--- src/rtl/pwm_tbase_pkg.sv ---
package pwm_tbase_pkg;
  localparam int ADDR_W = 2;
  localparam logic [ADDR_W-1:0] ADDR_PRD  = 2'd0;
  localparam logic [ADDR_W-1:0] ADDR_CMPA = 2'd1;
  localparam logic [ADDR_W-1:0] ADDR_CMPB = 2'd2;
  localparam logic [ADDR_W-1:0] ADDR_CTRL = 2'd3;
  localparam int CTRL_W     = 3;
  localparam int CTRL_UPDN  = 0;
  localparam int CTRL_LDPRD = 1;
  localparam int CTRL_SHOFF = 2;
  localparam int NUM_CMP    = 2;
endpackage

--- src/rtl/pwm_tb_counter.sv ---
module pwm_tb_counter #(
  parameter int CNT_W = 16
) (
  input  logic             clk_i,
  input  logic             rst_ni,
  input  logic             srst_i,
  input  logic             adv_i,
  input  logic             updn_i,
  input  logic             prd_wr_i,
  input  logic [CNT_W-1:0] prd_wdata_i,
  output logic [CNT_W-1:0] cnt_o,
  output logic             dir_up_o,
  output logic [CNT_W-1:0] cnt_nx_o,
  output logic             dir_nx_o,
  output logic             zero_nx_o,
  output logic             prd_nx_o,
  output logic [CNT_W-1:0] prd_act_o
);
  localparam logic [CNT_W-1:0] ONE  = CNT_W'(1);
  localparam logic [CNT_W-1:0] ZERO = '0;

  logic [CNT_W-1:0] cnt_q, prd_sh_q, prd_act_q, cnt_nx;
  logic             dir_q, dir_nx;

  always_comb begin
    cnt_nx = cnt_q;
    dir_nx = dir_q;
    if (prd_act_q == ZERO) begin
      cnt_nx = ZERO;
      dir_nx = 1'b1;
    end else if (!updn_i) begin
      cnt_nx = (cnt_q >= prd_act_q) ? ZERO : cnt_q + ONE;
      dir_nx = 1'b1;
    end else if (dir_q) begin
      if (cnt_q >= prd_act_q) begin
        cnt_nx = cnt_q - ONE;
        dir_nx = 1'b0;
      end else begin
        cnt_nx = cnt_q + ONE;
        dir_nx = 1'b1;
      end
    end else begin
      if (cnt_q == ZERO) begin
        cnt_nx = ONE;
        dir_nx = 1'b1;
      end else begin
        cnt_nx = cnt_q - ONE;
        dir_nx = 1'b0;
      end
    end
  end

  assign zero_nx_o = (cnt_nx == ZERO);
  assign prd_nx_o  = (cnt_nx == prd_act_q) && (cnt_nx != ZERO);

  always_ff @(posedge clk_i or negedge rst_ni) begin
    if (!rst_ni) begin
      cnt_q     <= '0;
      dir_q     <= 1'b1;
      prd_sh_q  <= '0;
      prd_act_q <= '0;
    end else begin
      if (prd_wr_i) prd_sh_q <= prd_wdata_i;
      if (srst_i) begin
        cnt_q <= '0;
        dir_q <= 1'b1;
      end else if (adv_i) begin
        cnt_q <= cnt_nx;
        dir_q <= dir_nx;
        if (zero_nx_o) prd_act_q <= prd_sh_q;  // period only switches at a zero boundary
      end
    end
  end

  assign cnt_o     = cnt_q;
  assign dir_up_o  = dir_q;
  assign cnt_nx_o  = cnt_nx;
  assign dir_nx_o  = dir_nx;
  assign prd_act_o = prd_act_q;
endmodule

--- src/rtl/pwm_cmp_chan.sv ---
module pwm_cmp_chan #(
  parameter int CNT_W = 16
) (
  input  logic             clk_i,
  input  logic             rst_ni,
  input  logic             adv_i,
  input  logic             wr_i,
  input  logic [CNT_W-1:0] wdata_i,
  input  logic             direct_i,
  input  logic             load_i,
  input  logic [CNT_W-1:0] cnt_nx_i,
  input  logic             dir_nx_i,
  output logic [CNT_W-1:0] act_o,
  output logic             up_o,
  output logic             dn_o
);
  logic [CNT_W-1:0] sh_q, act_q;
  logic             up_q, dn_q, hit;

  // match uses the active value before any reload at this edge
  assign hit = adv_i && (cnt_nx_i == act_q);

  always_ff @(posedge clk_i or negedge rst_ni) begin
    if (!rst_ni) begin
      sh_q  <= '0;
      act_q <= '0;
      up_q  <= 1'b0;
      dn_q  <= 1'b0;
    end else begin
      if (wr_i) sh_q <= wdata_i;
      if (wr_i && direct_i) act_q <= wdata_i;
      else if (load_i)      act_q <= sh_q;
      up_q <= hit && dir_nx_i;
      dn_q <= hit && !dir_nx_i;
    end
  end

  assign act_o = act_q;
  assign up_o  = up_q;
  assign dn_o  = dn_q;
endmodule

--- src/rtl/pwm_tbase.sv ---
module pwm_tbase
  import pwm_tbase_pkg::*;
#(
  parameter int CNT_W = 16
) (
  input  logic              clk_i,
  input  logic              rst_ni,
  input  logic              srst_i,
  input  logic              tick_i,
  input  logic              wr_en_i,
  input  logic [ADDR_W-1:0] wr_addr_i,
  input  logic [CNT_W-1:0]  wr_data_i,
  output logic [CNT_W-1:0]  cnt_o,
  output logic              dir_up_o,
  output logic              zero_o,
  output logic              prd_o,
  output logic              cmpa_up_o,
  output logic              cmpa_dn_o,
  output logic              cmpb_up_o,
  output logic              cmpb_dn_o,
  output logic [CNT_W-1:0]  prd_act_o,
  output logic [CNT_W-1:0]  cmpa_act_o,
  output logic [CNT_W-1:0]  cmpb_act_o
);
  logic [CTRL_W-1:0] ctrl_q;
  logic              adv, zero_nx, prd_nx, dir_nx, cmp_load, zero_q, prd_q;
  logic [CNT_W-1:0]  cnt_nx;
  logic [CNT_W-1:0]  act   [NUM_CMP];
  logic              m_up  [NUM_CMP];
  logic              m_dn  [NUM_CMP];

  assign adv = tick_i && !srst_i;

  always_ff @(posedge clk_i or negedge rst_ni) begin
    if (!rst_ni) ctrl_q <= '0;
    else if (wr_en_i && wr_addr_i == ADDR_CTRL) ctrl_q <= wr_data_i[CTRL_W-1:0];
  end

  pwm_tb_counter #(.CNT_W(CNT_W)) u_cnt (
    .clk_i       (clk_i),
    .rst_ni      (rst_ni),
    .srst_i      (srst_i),
    .adv_i       (adv),
    .updn_i      (ctrl_q[CTRL_UPDN]),
    .prd_wr_i    (wr_en_i && wr_addr_i == ADDR_PRD),
    .prd_wdata_i (wr_data_i),
    .cnt_o       (cnt_o),
    .dir_up_o    (dir_up_o),
    .cnt_nx_o    (cnt_nx),
    .dir_nx_o    (dir_nx),
    .zero_nx_o   (zero_nx),
    .prd_nx_o    (prd_nx),
    .prd_act_o   (prd_act_o)
  );

  assign cmp_load = adv && !ctrl_q[CTRL_SHOFF] &&
                    (ctrl_q[CTRL_LDPRD] ? prd_nx : zero_nx);

  for (genvar gi = 0; gi < NUM_CMP; gi++) begin : g_cmp
    localparam logic [ADDR_W-1:0] MY_ADDR = (gi == 0) ? ADDR_CMPA : ADDR_CMPB;
    pwm_cmp_chan #(.CNT_W(CNT_W)) u_chan (
      .clk_i    (clk_i),
      .rst_ni   (rst_ni),
      .adv_i    (adv),
      .wr_i     (wr_en_i && wr_addr_i == MY_ADDR),
      .wdata_i  (wr_data_i),
      .direct_i (ctrl_q[CTRL_SHOFF]),
      .load_i   (cmp_load),
      .cnt_nx_i (cnt_nx),
      .dir_nx_i (dir_nx),
      .act_o    (act[gi]),
      .up_o     (m_up[gi]),
      .dn_o     (m_dn[gi])
    );
  end

  always_ff @(posedge clk_i or negedge rst_ni) begin
    if (!rst_ni) begin
      zero_q <= 1'b0;
      prd_q  <= 1'b0;
    end else begin
      zero_q <= adv && zero_nx;
      prd_q  <= adv && prd_nx;
    end
  end

  assign zero_o     = zero_q;
  assign prd_o      = prd_q;
  assign cmpa_act_o = act[0];
  assign cmpb_act_o = act[1];
  assign cmpa_up_o  = m_up[0];
  assign cmpa_dn_o  = m_dn[0];
  assign cmpb_up_o  = m_up[1];
  assign cmpb_dn_o  = m_dn[1];
endmodule

--- config.mk ---
export PLATFORM = sky130hd
export DESIGN_NAME = pwm_tbase
export DESIGN_NICKNAME = d
export VERILOG_FILES = /design/src/rtl/pwm_tbase_pkg.sv /design/src/rtl/pwm_tb_counter.sv /design/src/rtl/pwm_cmp_chan.sv /design/src/rtl/pwm_tbase.sv
export SDC_FILE = /design/constraint.sdc
export NUM_CORES = 1
export LEC_CHECK = 0
export BUFFER_PORTS_ARGS = -buffer_cell sky130_fd_sc_hd__buf_4
export CAP_MARGIN = 20
export CORE_MARGIN = 1.5
export CORE_UTILIZATION = 65
export CTS_BUF_LIST = sky130_fd_sc_hd__clkbuf_2 sky130_fd_sc_hd__clkbuf_4 sky130_fd_sc_hd__clkbuf_8
export DETAILED_ROUTE_END_ITERATION = 8
export PLACE_DENSITY = 0.93
export SYNTH_ARGS = -nofsm -noshare
export SYNTH_HDL_FRONTEND = slang
export SYNTH_SLANG_ARGS = --single-unit
export TNS_END_PERCENT = 30
--- constraint.sdc ---
create_clock -name clk_i -period 10.5 [get_ports clk_i]
set_input_delay 1.575 -clock clk_i [delete_from_list [all_inputs] [get_ports clk_i]]
set_output_delay 1.575 -clock clk_i [all_outputs]
set_load 0.005 [all_outputs]
==> results of run 1 <==
cells in the final DEF, fill, tap and decap left out, drive strengths merged, types with 6 or more instances in the layout:
cell,synthesis,layout
a21oi,59,59
buf,8,98
clkbuf,36,19
clkinv,2,6
dfrtp,121,121
ha,19,19
inv,24,26
mux2,20,20
mux2i,38,38
nand2,137,137
nand2b,6,6
nand3,23,23
nand4,14,14
nor2,93,93
nor3,25,25
nor3b,6,6
nor4,16,16
o211ai,6,6
o21ai,32,32
or3,11,11
or4,6,6
xnor2,35,35
xor2,21,21
worst min-delay path: cells and delay by family (launching register included):
family	cells	cell delay, ns
DFF	1	0.35
and+or+nand+nor	2	0.11
sequential cells by signal, summed over array words and instances, names as in the netlist, 2 cells and up:
signal / count
ctrl_q: 3
g_cmp.u_chan.act_o: 32
u_cnt.cnt_o: 16
g_cmp.u_chan.sh_q: 32
g_cmp.u_chan.up_o: 2
u_cnt.prd_act_o: 16
u_cnt.prd_sh_q: 16
g_cmp.u_chan.dn_o: 2
power groups by stage:
stage               logic [W]  clock network [W]  registers, W
floorplan            0.000367                  0      0.000694
global placement     0.000617                  0      0.000736
detailed placement   0.000633                  0      0.000738
CTS                  0.000647           0.000429      0.000734
global route         0.000708           0.000449      0.000750
finish               0.000659           0.000432      0.000741
cells by family (layout without fill, tap and decap cells):
family	after synthesis	after routing	synth area share, %
adders and majority gates	19	19	3.20
muxes	58	58	8.16
DFF	122	122	41.1
and+or+nand+nor	361	361	22.9
AOI/OAI and AO/OA	153	153	13.6
xor gates and xnor gates	56	56	6.61
buffers and inverters	70	156	4.45
routing by layer:
metal  up-vias  part of all wire [%]  global-route usage [%]  wire length, µm
li1       3114                     -                       -                -
met3       118                    11                    8.12             2580
met5         -                     0                       0                0
met1      3439                    37                    54.4             8990
met4         0                   5.2                    22.6             1270
met2       534                    47                    66.1            11300
metrics by stage:
| step | power, W | worst slack, ns | std cells | utilization [%] | instance area [µm²] |
|---|---|---|---|---|---|
| 6_report | 0.00183 | 4.81 | 1065 | 77.5 | 8510 |
| 5_1_grt | 0.00191 | 4.60 | 1065 | 77.5 | 8510 |
| 4_1_cts | 0.00181 | 4.94 | 1065 | 77.5 | 8510 |
| 3_5_place_dp | 0.00137 | 4.97 | 1033 | 73.8 | 8110 |
| 3_3_place_gp | 0.00135 | 4.99 | 1033 | 73.8 | 8110 |
| 2_1_floorplan | 0.00106 | 6.27 | 839 | - | 7420 |
final timing paths:
check	start	endpoint	slack, ns	cells past startpoint
max reg2reg	u_cnt.cnt_o[14]$_DFFE_PN0P_	g_cmp[0].u_chan.act_o[8]$_DFFE_PN0P_	4.81	14
min	g_cmp[1].u_chan.sh_q[14]$_DFFE_PN0P_	g_cmp[1].u_chan.sh_q[14]$_DFFE_PN0P_	0.48	2
min in group asynchronous	rst_ni	u_cnt.cnt_o[1]$_DFFE_PN0P_	1.15	1
max in group asynchronous	rst_ni	g_cmp[0].u_chan.sh_q[13]$_DFFE_PN0P_	7.98	2
min reg2reg	g_cmp[1].u_chan.sh_q[14]$_DFFE_PN0P_	g_cmp[1].u_chan.sh_q[14]$_DFFE_PN0P_	0.48	2
max	u_cnt.cnt_o[14]$_DFFE_PN0P_	g_cmp[0].u_chan.act_o[8]$_DFFE_PN0P_	4.81	14
area by class of cell:
| type | instances | area, µm² |
|---|---|---|
| Fill cell | 715 | 2470 |
| Sequential cell | 122 | 3050 |
| Multi-Input combinational cell | 647 | 4050 |
| Clock buffer | 19 | 262 |
| Inverter | 26 | 97.6 |
| Tap cell | 140 | 175 |
| Timing Repair Buffer | 98 | 736 |
| Clock inverter | 13 | 143 |
==> flow_metrics.py, run 1 <==
metrics = {
    "sta": {
        "timing.setup.tns_ns": 0,
        "max_slew_margin_pct": 28.4,
        "finalHoldWorstSlack_ns": 0.484,
        "min_period_over_period_pct": 54.2,
        "timing.fmax_ghz": 0.176,
        "rsz0062_at_grt": "false",
        "setup_viol": 0,
        "worstMarginPinSlew_ns": 1.07,
        "fin_crit_ns": 5.69,
        "hold_viol_final": 0,
        "drv_slew": 0,
        "fin_skew_ns": 0.0133,
    },
    "synthesis": {
        "ys_seq_area_share_pct": 41.1,
        "synth_nets": 881,
        "synthCells": 839,
        "syn_avg_cell_area_um2": 8.85,
        "ys_top_cells_by_count": "nand2_1 (137), dfrtp_1 (121), nor2_1 (91)",
        "ys_warn_count": 0,
        "ys_ff_latch": 122,
        "syn_area_mm2": 0.00742,
        "synth.most_common_cell": "nand2_1",
        "synthFlopType": "dfrtp_1",
        "async_reset_ff_share_pct": 100,
        "ys_types": 72,
        "synth.top_cells.by_area": "dfrtp_1 (41%), nand2_1 (6.9%), mux2i_1 (5.1%), nor2_1 (4.6%), xnor2_1 (4.1%)",
        "synth_top_area_share_pct": 40.8,
        "synth_edf_count": 0,
        "synth_top_area_cell": "dfrtp_1",
    },
    "route": {
        "drt_iter0_drc": 927,
        "wirelength_um": 24200,
        "vias": 7205,
        "drc": 0,
        "drtAntennaViolNets": 0,
        "dr.pass1.iters": 6,
        "avgRoutedWirePerCell_um": 22.7,
        "routed_via_density": 6.77,
    },
    "setup_path": {
        "cp_slowest_stage_delay_ns": 0.70,
        "critical_path.top_delay_family": "simple AND/OR/NAND/NOR gates",
        "worstSetupStartpointType": "flip-flop",
        "critPathArrivalTime_ns": 5.98,
        "crit_path_frequent_cell": "nand4_1",
        "critPathSlowestCell": "dfrtp_1",
        "critPathRequiredTime_ns": 10.79,
        "critPathKind": "flip-flop to flip-flop",
        "crit_path_max_fanout": 32,
        "path_buf_inv": 1,
        "critPathCaptureType": "flip-flop",
        "path_cells": "ha_1 > nand4_1 > o21bai_1 > or3b_2 > or3_1 > nand2_1 > o22ai_1 > and4bb_1 > nand4_1 > or4_4 > o21ai_4 > buf_4 > mux2i_1 > a21oi_1",
    },
    "pwr": {
        "power_leakage_nw": 3.79,
        "p_clk_share_pct": 23.6,
        "seq_power_share_pct": 40.5,
        "p_comb_share_pct": 36.0,
        "p_sw_w": 0.000720,
        "cell_internal_pwr_w": 0.00111,
        "ir_worst_vdd_uv": 192,
        "switching_share_pct": 39.3,
        "p_per_area_mw_per_mm2": 215,
    },
    "clock_tree": {
        "ctsHtreeMaxLevel": 4,
        "cts_tree": "yes",
        "cts_setup_buffers": 0,
        "clk_pin_slew_ns": 0.08,
        "numCtsBuffers": 17,
        "hold_buffers": 0,
        "cts-root-buf": "clkbuf_8",
        "clk-insertion-delay-late_ns": 0.46,
        "ctsResizeCount": 0,
        "clock-sinks": 122,
        "cts_buffer_depth": 2,
    },
    "placement": {
        "gp_congestion": 1.01,
        "portBuffers": 93,
        "dp_hpwl_um": 16900,
    },
    "global_route": {
        "grtUsageTotal_pct": 41.8,
        "grt_max_degree": 74,
        "grt_pass1_vias": 6770,
        "globalRouteOverflowTotal": 0,
        "antenna_found_initial": 0,
        "grt_pass1_wl_um": 37000,
    },
    "layout": {
        "syn2layout_area_growth_pct": 14.7,
        "drive_above_1_share_pct": 18.5,
        "num_antenna_cells": 0,
        "final_nets": 954,
    },
    "floorplan": {
        "fp.dieW_um": 110,
        "rows": 38,
        "die_area_mm2": 0.0121,
        "core_mm2": 0.0110,
        "die_h_um": 110,
        "start_util_pct": 67.6,
        "io_pins": 94,
    },
    "outcome": {
        "outcome": "finished, final reports clean",
    },
    "min_path": {
        "hold_path_class": "flip-flop to flip-flop",
    },
    "job": {
        "maxCapViolations": 0,
    },
}
No activity file was read; power rests on OpenSTA's default activity.
==> run 2: changes to the inputs <==
Settings changed: CORE_UTILIZATION 65 to 55, PLACE_DENSITY 0.93 to 0.84.
Clock period 10.5 ns to 5.1 ns, I/O delays scaled along.
==> flow_metrics.py, run 2 (same netlist as run 1, synthesis figures left out) <==
metrics = {
    "setup_path": {
        "rr_worst_depth": 15,
        "worstSetupStartpointType": "flip-flop",
        "rr_startpoint": "u_cnt.prd_act_o[7]$_DFFE_PN0P_",
        "crit_path_max_fanout": 26,
        "critPathArrivalTime_ns": 5.18,
        "critPathKind": "flip-flop to flip-flop",
        "regToRegEndpoint": "g_cmp[1].u_chan.act_o[1]$_DFFE_PN0P_",
        "critPathRequiredTime_ns": 5.38,
        "critPathCaptureType": "flip-flop",
        "r2r_slack_ns": 0.19,
    },
    "clock_tree": {
        "cts_buffer_depth": 2,
        "cts_setup_buffers": 0,
        "hold_buffers": 0,
        "ctsHtreeMaxLevel": 4,
        "numCtsBuffers": 17,
        "clock-sinks": 122,
        "clk_pin_slew_ns": 0.08,
        "clk-insertion-delay-late_ns": 0.45,
        "cts_tree": "yes",
        "cts-root-buf": "clkbuf_8",
    },
    "sta": {
        "timing.setup.tns_ns": 0,
        "hold_viol_final": 0,
        "timing.fmax_ghz": 0.204,
        "min_period_over_period_pct": 96.2,
        "fin_skew_ns": 0.00891,
        "fin_crit_ns": 4.91,
        "drv_slew": 0,
        "rsz0062_at_grt": "false",
        "max_slew_margin_pct": 32.6,
        "setup_viol": 0,
        "worstMarginPinSlew_ns": 1.01,
    },
    "global_route": {
        "grt_pass1_wl_um": 38100,
        "antenna_found_initial": 0,
        "grtUsageTotal_pct": 35.3,
        "globalRouteOverflowTotal": 0,
        "grt_pass1_vias": 6698,
        "grt_max_degree": 48,
    },
    "layout": {
        "syn2layout_area_growth_pct": 20.0,
        "num_antenna_cells": 0,
        "final_nets": 994,
        "multi_input_area_mm2": 0.00406,
        "layout.cells.most_common": "nand2_1",
        "final_cell_mix": "nand2_1 (137), buf_4 (136), dfrtp_1 (121)",
        "fillCellCount": 1066,
        "seq_area_mm2": 0.00305,
        "post-route-util_pct": 67.5,
        "drive_above_1_share_pct": 22.1,
        "stdcell_count": 1140,
    },
    "floorplan": {
        "fp.dieW_um": 119,
        "die_h_um": 119,
        "rows": 42,
        "start_util_pct": 56.3,
        "io_pins": 94,
        "die_area_mm2": 0.0142,
        "core_mm2": 0.0132,
    },
    "outcome": {
        "outcome": "finished, final reports clean",
    },
    "route": {
        "drt_iter0_drc": 721,
        "dr.pass1.iters": 5,
        "drtAntennaViolNets": 0,
        "wirelength_um": 24300,
        "routed_via_density": 6.23,
        "avgRoutedWirePerCell_um": 21.3,
        "drc": 0,
        "vias": 7097,
    },
    "placement": {
        "dp.cells": 1109,
        "portBuffers": 93,
        "dp_hpwl_um": 18100,
        "gp_congestion": 1.03,
    },
    "pwr": {
        "p_per_area_mw_per_mm2": 434,
        "ir_worst_vdd_uv": 301,
        "power_leakage_nw": 4.01,
    },
    "job": {
        "maxCapViolations": 0,
    },
    "min_path": {
        "hold_path_class": "primary input to async pin",
    },
}
[run 2: report_power, final]
part / switching [W] / total, W / internal (W) / leakage (nW)
logic: 0.000805 / 0.00149 / 0.000685 / 2.33
registers: 0.000258 / 0.00147 / 0.00121 / 1.48
clock network: 0.000420 / 0.000911 / 0.000491 / 0.201
[run 2: cell type report]
type	instances	share of cell area [%]
Multi-Input combinational cell	647	45.6
Clock inverter	13	1.90
Timing Repair Buffer	138	11.9
Sequential cell	122	34.3
Tap cell	176	2.47
Clock buffer	18	2.71
Inverter	26	1.10
[run 2: per-stage QoR]
step / cell area, µm² / total power [W] / worst slack (ns) / hold slack (ns)
4_1_cts: 8890 / 0.00384 / 0.233 / 0.314
2_1_floorplan: 7420 / 0.00219 / 0.866 / 0.445
3_5_place_dp: 8480 / 0.00292 / 0.331 / 0.463
3_3_place_gp: 8480 / 0.00288 / 0.330 / 0.458
5_1_grt: 8900 / 0.00405 / 0.0462 / 0.345
6_report: 8900 / 0.00387 / 0.194 / 0.297
[run 2: worst max-delay path by stage]
stage	slack (ns)	start	to
after floorplan	0.87	u_cnt.cnt_o[0]$_DFFE_PN0P_	g_cmp[0].u_chan.act_o[0]$_DFFE_PN0P_
after global placement	0.33	u_cnt.prd_act_o[7]$_DFFE_PN0P_	g_cmp[0].u_chan.act_o[12]$_DFFE_PN0P_
after detailed placement	0.33	u_cnt.prd_act_o[7]$_DFFE_PN0P_	g_cmp[0].u_chan.act_o[12]$_DFFE_PN0P_
after CTS	0.23	u_cnt.prd_act_o[7]$_DFFE_PN0P_	g_cmp[0].u_chan.act_o[12]$_DFFE_PN0P_
after global routing	0.05	u_cnt.prd_act_o[7]$_DFFE_PN0P_	g_cmp[1].u_chan.act_o[1]$_DFFE_PN0P_
final	0.19	u_cnt.prd_act_o[7]$_DFFE_PN0P_	g_cmp[1].u_chan.act_o[1]$_DFFE_PN0P_
[run 2: layer usage]
metal	part of all wire, %	vias to the layer above	wire length, µm	GRT usage (%)
met5	0	-	0	0
met4	4.7	0	1140	18.1
met3	9.5	80	2300	5.99
met2	46	440	11300	54.8
met1	39	3375	9570	47.5
li1	-	3202	-	-
[run 2: worst max-delay path, stage by stage, from the launching register on]
cell and delay [ns]:
dfrtp_1 0.43, inv_1 0.12, ha_1 0.30, and3_1 0.18, a221oi_1 0.41, o22ai_1 0.23
or3_1 0.52, o311ai_1 0.37, o2111ai_1 0.17, a2111o_1 0.41, a2111oi_0 0.47, nand4_1 0.24
o21ai_4 0.23, buf_12 0.24, mux2i_1 0.28, a21oi_1 0.11
[run 2: repair_timing]
item	CTS	global route
resized for setup	0	5
setup endpoints to repair	0	20
hold endpoints to repair	0	0
==> run 3: changes to the inputs <==
Settings changed: SETUP_SLACK_MARGIN set to 0.5.
==> flow_metrics.py, run 3 (same netlist as run 1, synthesis figures left out) <==
metrics = {
    "setup_path": {
        "worstSetupStartpointType": "flip-flop",
        "path_cells": "inv_1 > ha_1 > nand4_1 > or3_1 > o22ai_2 > o31ai_2 > buf_4 > o221ai_1 > o2111ai_1 > a2111o_1 > a2111oi_2 > nand4_1 > o21ai_4 > buf_12 > mux2i_1 > a21oi_1",
        "crit_path_max_fanout": 13,
        "critPathArrivalTime_ns": 4.74,
        "crit_path_frequent_cell": "nand4_1",
        "cp_slowest_stage_delay_ns": 0.48,
        "critPathCaptureType": "flip-flop",
        "critPathKind": "flip-flop to flip-flop",
        "critPathRequiredTime_ns": 5.38,
        "critPathSlowestCell": "or3_1",
    },
    "clock_tree": {
        "clk-insertion-delay-late_ns": 0.45,
        "ctsHtreeMaxLevel": 4,
        "cts-root-buf": "clkbuf_8",
        "clk_pin_slew_ns": 0.08,
        "cts_tree": "yes",
        "cts_buffer_depth": 2,
        "clock-sinks": 122,
        "hold_buffers": 0,
        "numCtsBuffers": 17,
    },
    "sta": {
        "min_period_over_period_pct": 87.6,
        "setup_viol": 0,
        "hold_viol_final": 0,
        "max_slew_margin_pct": 33.5,
        "fin_crit_ns": 4.47,
        "rsz0062_at_grt": "false",
        "fin_skew_ns": 0.00992,
        "timing.setup.tns_ns": 0,
        "worstMarginPinSlew_ns": 0.995,
        "drv_slew": 0,
        "timing.fmax_ghz": 0.224,
    },
    "floorplan": {
        "io_pins": 94,
        "core_mm2": 0.0132,
        "die_area_mm2": 0.0142,
        "fp.dieW_um": 119,
        "rows": 42,
        "die_h_um": 119,
        "start_util_pct": 56.3,
    },
    "global_route": {
        "grt_pass1_wl_um": 38200,
        "grt_max_degree": 48,
        "grt_use_met1_pct": 47.7,
        "grtUsageTotal_pct": 35.3,
        "grt_pass1_vias": 6721,
        "use_met3_pct": 5.99,
        "grt_busiest_layer": "met2",
        "antenna_found_initial": 0,
        "grt_use_met2_pct": 54.7,
        "globalRouteOverflowTotal": 0,
    },
    "layout": {
        "final_cell_mix": "nand2_1 (137), buf_4 (137), dfrtp_1 (119)",
        "seq_area_mm2": 0.00306,
        "multi_input_area_mm2": 0.00415,
        "drive_above_1_share_pct": 24.1,
        "syn2layout_area_growth_pct": 21.6,
        "fillCellCount": 1047,
        "num_antenna_cells": 0,
        "stdcell_count": 1142,
        "final_nets": 996,
    },
    "route": {
        "routed_via_density": 6.21,
        "drtAntennaViolNets": 0,
        "wirelength_um": 24800,
        "drt_iter0_drc": 693,
        "avgRoutedWirePerCell_um": 21.7,
        "dr.pass1.iters": 7,
        "vias": 7095,
        "drc": 0,
    },
    "pwr": {
        "power_leakage_nw": 4.03,
        "p_per_area_mw_per_mm2": 433,
        "ir_worst_vdd_uv": 301,
    },
    "placement": {
        "dp.cells": 1109,
        "portBuffers": 93,
        "gp_congestion": 1.03,
        "dp_hpwl_um": 18100,
    },
    "min_path": {
        "hold_path_class": "primary input to async pin",
    },
    "outcome": {
        "outcome": "finished, final reports clean",
    },
    "job": {
        "maxCapViolations": 0,
    },
}
run 3: changes by cell type in the layout (fill, tap and decap cells not counted), sizes merged:
cell,previous run,this run
clkbuf,18,19
buf,138,139
run 3: final timing paths:
| kind | startpoint | end | slack, ns | cells past startpoint |
|---|---|---|---|---|
| max in group asynchronous | rst_ni | u_cnt.cnt_o[11]$_DFFE_PN0P_ | 3.73 | 2 |
| worst max-delay path | u_cnt.prd_act_o[15]$_DFFE_PN0P_ | g_cmp[1].u_chan.act_o[1]$_DFFE_PN0P_ | 0.63 | 16 |
| worst min register to register | u_cnt.prd_sh_q[5]$_DFFE_PN0P_ | u_cnt.prd_act_o[5]$_DFFE_PN0P_ | 0.48 | 2 |
| worst min-delay path | rst_ni | u_cnt.cnt_o[1]$_DFFE_PN0P_ | 0.30 | 1 |
| min in group clk_i | u_cnt.prd_sh_q[5]$_DFFE_PN0P_ | u_cnt.prd_act_o[5]$_DFFE_PN0P_ | 0.48 | 2 |
| worst max register to register | u_cnt.prd_act_o[15]$_DFFE_PN0P_ | g_cmp[1].u_chan.act_o[1]$_DFFE_PN0P_ | 0.63 | 16 |
run 3: stage by stage:
step	setup slack [ns]	total power (W)	utilization, %	cell area, µm²	hold slack (ns)
CTS	0.518	0.00385	67.7	8920	0.314
global route	0.462	0.00408	68.4	9030	0.337
floorplan	0.866	0.00219	-	7420	0.445
finish	0.634	0.00391	68.4	9030	0.302
global placement	0.330	0.00288	64.3	8480	0.458
detailed placement	0.331	0.00292	64.3	8480	0.463
run 3: critical path, delay by kind of cell, from the launching register on:
kind | cells | cell delay [ns]
AO/OA/AOI/OAI | 8 | 1.98
adder cells (fa/ha/maj) | 1 | 0.31
buffers and inverters | 3 | 0.48
flip-flops | 1 | 0.35
multiplexers | 1 | 0.27
AND/OR/NAND/NOR | 3 | 0.91
run 3: power breakdown:
| part | switching (W) | total, W | internal [W] |
|---|---|---|---|
| Clock | 0.000422 | 0.000913 | 0.000491 |
| Combinational | 0.000824 | 0.00152 | 0.000695 |
| Sequential | 0.000264 | 0.00147 | 0.00121 |
run 3: repair_timing:
action / CTS / global route
buffers inserted: 0 / 1
pin swaps: 0 / 5
resized for setup: 9 / 17
gates cloned: 0 / 1
endpoints found under the setup margin: 32 / 43
run 3: final cells by class:
class	instances	area share (%)
clock buffers	18	2.68
clock inverters	13	1.87
inverters	26	1.08
multi-input cells	647	46.0
flip-flops and latches	122	33.9
well taps	176	2.44
repair buffers	140	12.1
run 3: metal layers:
| metal | routed length [µm] | share of wire [%] |
|---|---|---|
| met5 | 0 | 0 |
| met4 | 1120 | 4.5 |
| met3 | 2280 | 9.2 |
| met2 | 11500 | 46 |
| met1 | 9860 | 40 |
